$ cat src/rtl/qb_port_ctrl.sv
module qb_port_ctrl #(
  parameter int WIDTH = 8
) (
  input  logic             clk,
  input  logic             rst_n,
  input  logic             wr_stb,
  input  logic [WIDTH-1:0] wr_data,
  input  logic             scl_fall,
  input  logic             rd_strobe,
  input  logic [WIDTH-1:0] pin_in,
  output logic [WIDTH-1:0] pull_dn_en,
  output logic [WIDTH-1:0] weak_up_en,
  output logic [WIDTH-1:0] boost_up_en,
  output logic [WIDTH-1:0] rd_data
);

  localparam logic [WIDTH-1:0] ALL_ONE = '1;

  logic [WIDTH-1:0] latch_q;
  logic [WIDTH-1:0] boost_q;
  logic [WIDTH-1:0] rd_q;

  always_ff @(posedge clk or negedge rst_n) begin
    if (!rst_n) begin
      latch_q <= ALL_ONE;
    end else if (wr_stb) begin
      latch_q <= wr_data;
    end
  end

  always_ff @(posedge clk or negedge rst_n) begin
    if (!rst_n) begin
      boost_q <= '0;
    end else if (wr_stb) begin
      boost_q <= wr_data;
    end else if (scl_fall) begin
      boost_q <= '0;
    end
  end

  always_ff @(posedge clk or negedge rst_n) begin
    if (!rst_n) begin
      rd_q <= ALL_ONE;
    end else if (rd_strobe) begin
      rd_q <= pin_in;
    end
  end

  assign pull_dn_en  = ~latch_q;
  assign weak_up_en  = latch_q;
  assign boost_up_en = boost_q & latch_q;
  assign rd_data     = rd_q;

endmodule

$ cat config.mk
export PLATFORM = sky130hd
export DESIGN_NAME = qb_port_ctrl
export DESIGN_NICKNAME = d
export VERILOG_FILES = /design/src/rtl/qb_port_ctrl.sv
export SDC_FILE = /design/constraint.sdc
export NUM_CORES = 1
export LEC_CHECK = 0
export BUFFER_PORTS_ARGS = -buffer_cell sky130_fd_sc_hd__buf_2
export CAP_MARGIN = 20
export CORE_MARGIN = 5
export CORE_UTILIZATION = 39
export DETAILED_ROUTE_END_ITERATION = 8
export HOLD_SLACK_MARGIN = 0.05
export PLACE_DENSITY_LB_ADDON = 0.12
export SYNTH_ARGS = -nofsm -noshare
export SYNTH_HDL_FRONTEND = slang
export SYNTH_SLANG_ARGS = --single-unit
export TNS_END_PERCENT = 50
$ cat constraint.sdc
create_clock -name clk -period 0.8 [get_ports clk]
set_input_delay 0.12 -clock clk [delete_from_list [all_inputs] [get_ports clk]]
set_output_delay 0.12 -clock clk [all_outputs]
set_load 0.02 [all_outputs]
Word-level counts from Yosys, hierarchy flattened:

Index checks and enable logic that the tools add are counted.

* register bits: 24
* latch bits: 0
* RAM bits: 0
* bits in read-only memories: 0
* bits of input ports: 21
* memories kept: 0

* $add $sub $neg: 0
* multiply operators: 0
* div/mod/pow operators: 0
* magnitude comparators: 0
* equality and inequality tests: 0
* shifts and indexed selects: 0
* mux-type cells: 2
* bitwise logic cells: 2
* reduce and logical (&&, ||, !) cells: 1

Operator list (number)
* $mux W8: 2
* $and A8 B8 Y8: 1
* $not A8 Y8: 1
* $reduce_bool A2 Y1: 1

Depth between registers and ports, before layout:

* depth in word-level cells: 2
* mapped depth: 4
* depth with buffers taken out: 2

Worst setup path after synthesis:

Ideal clock, no wire load.

* path kind: register to register
* start: register weak_up_en[5] (netlist name)
* end: register latch_q[5] (netlist: weak_up_en[5])
* setup time: 0.079 ns
* data arrival time: 0.868 ns
* slack: -0.147 ns
* cell stages (with the launch flop): 3
* buffers on the path: 0
* cells stage by stage: dfstp_2 -> inv_1 -> o21ai_0

RTL lines
* to (signal assigned): RTL line 27 `latch_q <= wr_data;`
* to (decl): RTL line 19 `logic [WIDTH-1:0] latch_q;`

Worst setup path after layout:

* start: register latch_q[3] (netlist: weak_up_en[3])
* end: output port boost_up_en[3]

* cells in the longest elaborated chain, start to end: 1

Ends and longest elaborated chain
* $and A8 B8 Y8: RTL line 51 `assign boost_up_en = boost_q & latch_q;`
* to (decl): RTL line 13 `output logic [WIDTH-1:0] boost_up_en,`

Every way passes these cells.

==> run_results.csv <==
group,metric,value,unit
outcome,outcome,"complete, but fails checks",
outcome,violations,"negative setup slack",
placement,io_buffers,52,
placement,place_congestion,0.685,
timing,relSlewSlack,85.2,%
grt,grt-ovfl-total,0,
setup_path,worstPathRequired,680,ps
synth,synth_ff_type,"dfstp_2",
final_layout,seq_area,621,um2
grt,grt_pass1_wl,4040,um
grt,grt.total_usage,14.7,%
timing,hold_viol,0,
setup_path,path_cells,"and2_4 -> buf_6",
route,wirelength,2570,um
timing,finalSetupViolCount,40,
timing,fmax,797,MHz
setup_path,crit_arrival,1140,ps
setup_path,end_kind,"primary output",
final_layout,drive_above_1_share,75.8,%
floorplan,initial_core_util,40.6,%
setup_path,crit_type,"reg -> out",
grt,grt_pass1_vias,932,
synth,syn_nets,98,
timing,period_needed,1260,ps
synth,synth.top_cell.area_share,42.2,%
final_layout,stdcell_count,187,
synth,syn_area,996,um2
synth,yosysTopAreaCell,"dfstp_2",
cts,cts_tree,"built",
cts,clockRootBuffer,"clkbuf_4",
timing,fin_crit_sh,157,%
final_layout,nets,180,
cts,htree_levels,1,
route,vias,860,
synth,synth_cell_type_count,12,
synth,synth_area_leaders,"dfstp_2 42%, dfrtp_1 20%, mux2_2 9.0%",
final_layout,design_area,1800,um2
cts,clock-sinks,24,
final_layout,num_antenna_cells,0,
final_layout,n_fill_cell,168,
power_and_ir_drop,power.density,1630,nW/um2
setup_path,critPathLaunchType,"flop",
floorplan,coreArea,2450,um2
route,drc,0,
floorplan,fp.dieArea,3660,um2
synth,synth_cells,77,
min_path,hold_start,"wr_data[7]",
timing,clock_skew,0,ps
synth,postSynth.asyncResetShare,100,%
route,drtPass1Iterations,3,
placement,placed_area,1310,um2
synth,syn_avg_cell_area,12.9,um2
timing,rsz0062_at_grt,"yes",
placement,dp_cells,158,
route,ant_nets,0,
timing,drv_slew,0,
route,drt_iter0_markers,12,
final_layout,multiInputGateArea,343,um2
power_and_ir_drop,irDropWorstVdd,0.965,mV
final_layout,synthToLayoutAreaGrowth,80.7,%
min_path,hold_class,"in -> reg",
placement,dp_hpwl,1580,um
setup_path,r2r_start,"weak_up_en[7]$_DFFE_PN1P_",
cts,clockBufferDepth,2,
timing,worstMarginPinSlew,222,ps
cts,ctsHoldBuffers,17,
synth,ys_warn_count,0,
cts,clock_latency,300,ps
floorplan,die_y,60.5,um
floorplan,chipWidth,60.5,um
synth,synth_edf_count,0,
setup_path,cpPeakStageDelay,580,ps
cts,numCtsBuffers,3,
grt,grt_max_degree,25,
floorplan,io_pins,53,
cts,path_clk_slew,120,ps
synth,yosysSeqAreaShare,62.3,%
setup_path,crit_start,"weak_up_en[3]$_DFFE_PN1P_",
synth,ys_ff_latch,24,
grt,antenna_found_initial,0,
timing,final.setup.worst_slack,-455,ps
synth,yosysMostFrequentCell,"dfstp_2",
route,avgViaCountPerCell,4.60,
power_and_ir_drop,p_leak,0.860,nW
setup_path,critical-path-top-delay-family,"flip-flops",
job,maxCapViolations,0,
setup_path,crit_fanout,3,
setup_path,slowest_stage,"dfstp_2",
floorplan,row_count,18,
route,wire_per_inst,13.7,um
setup_path,cp_num_buf_inv,1,
-- registers in the layout (all words and copies together) (netlist names) --
register and flops:
weak_up_en 8, rd_data 8, boost_q 8
-- cell families (layout without fill, tap and decap cells) --
| family | count (synthesis) | in the layout | synth area share [%] |
|---|---|---|---|
| flip-flops | 24 | 24 | 62.3 |
| buffers and inverters | 12 | 92 | 7.91 |
| multiplexers | 8 | 8 | 9.05 |
| AND/OR/NAND/NOR | 17 | 17 | 9.17 |
| AO/OA/AOI/OAI | 16 | 16 | 11.6 |
-- per-stage QoR --
step	setup TNS (ps)	total power [mW]	hold WS (ps)	utilization, %	setup slack [ps]
after floorplan	-1560	1.84	-176	-	-102
after global routing	-14130	3.09	45.6	73.3	-511
after CTS	-11930	2.87	48.4	70.2	-446
final	-12210	2.93	53.6	73.3	-455
after detailed placement	-1420	2.09	65.9	53.5	-134
after global placement	-1160	2.07	67.6	53.5	-130
-- cell type report --
class	count	share of cell area [%]
Sequential cell	24	34.5
Tap cell	30	2.09
Inverter	8	1.67
Timing Repair Buffer	81	41.4
Multi-Input combinational cell	41	19.1
Clock buffer	3	1.25
-- report_power, final --
| group | leakage [nW] | switching (mW) | internal, mW |
|---|---|---|---|
| Combinational | 0.577 | 0.420 | 0.535 |
| Sequential | 0.269 | 0.0828 | 1.38 |
| Clock | 0.0138 | 0.332 | 0.175 |
| Total | 0.860 | 0.836 | 2.09 |
-- placed cells by master (no fill, tap or decap), drive strengths merged --
cell type    instances
mux2                 8
dfrtp                8
clkbuf               3
buf                 64
dfstp               16
nand2                8
inv                  8
dlygate4sd3         17
o21ai                8
nor2                 1
and2                 8
a22o                 8
-- repair_timing --
| action | CTS | global route |
|---|---|---|
| buffers inserted | 4 | 5 |
| resized for setup | 68 | 11 |
| pin swaps | 9 | 4 |
| setup endpoints to repair | 40 | 42 |
| endpoints found under the hold margin | 41 | 1 |
-- final timing paths --
kind	depth (start not counted)	end	slack (ps)
worst max register to register	4	weak_up_en[7]$_DFFE_PN1P_	-210
worst min register to register	2	weak_up_en[6]$_DFFE_PN1P_	500
worst min-delay path	2	boost_q[7]$_DFFE_PN0P_	50
max in group asynchronous	3	weak_up_en[1]$_DFFE_PN1P_	290
min in group asynchronous	3	boost_q[6]$_DFFE_PN0P_	290
worst max-delay path	2	boost_up_en[3]	-460
-- per-layer routing --
layer	part of all wire, %	vias up	global-route usage [%]	wire, um
met2	56	28	29.3	1440
li1	-	414	-	-
met3	6.7	2	2.13	172
met5	0	-	0	0
met4	0.58	0	4.64	15
met1	37	416	15.6	937
Power figures use the tool's default switching activity.
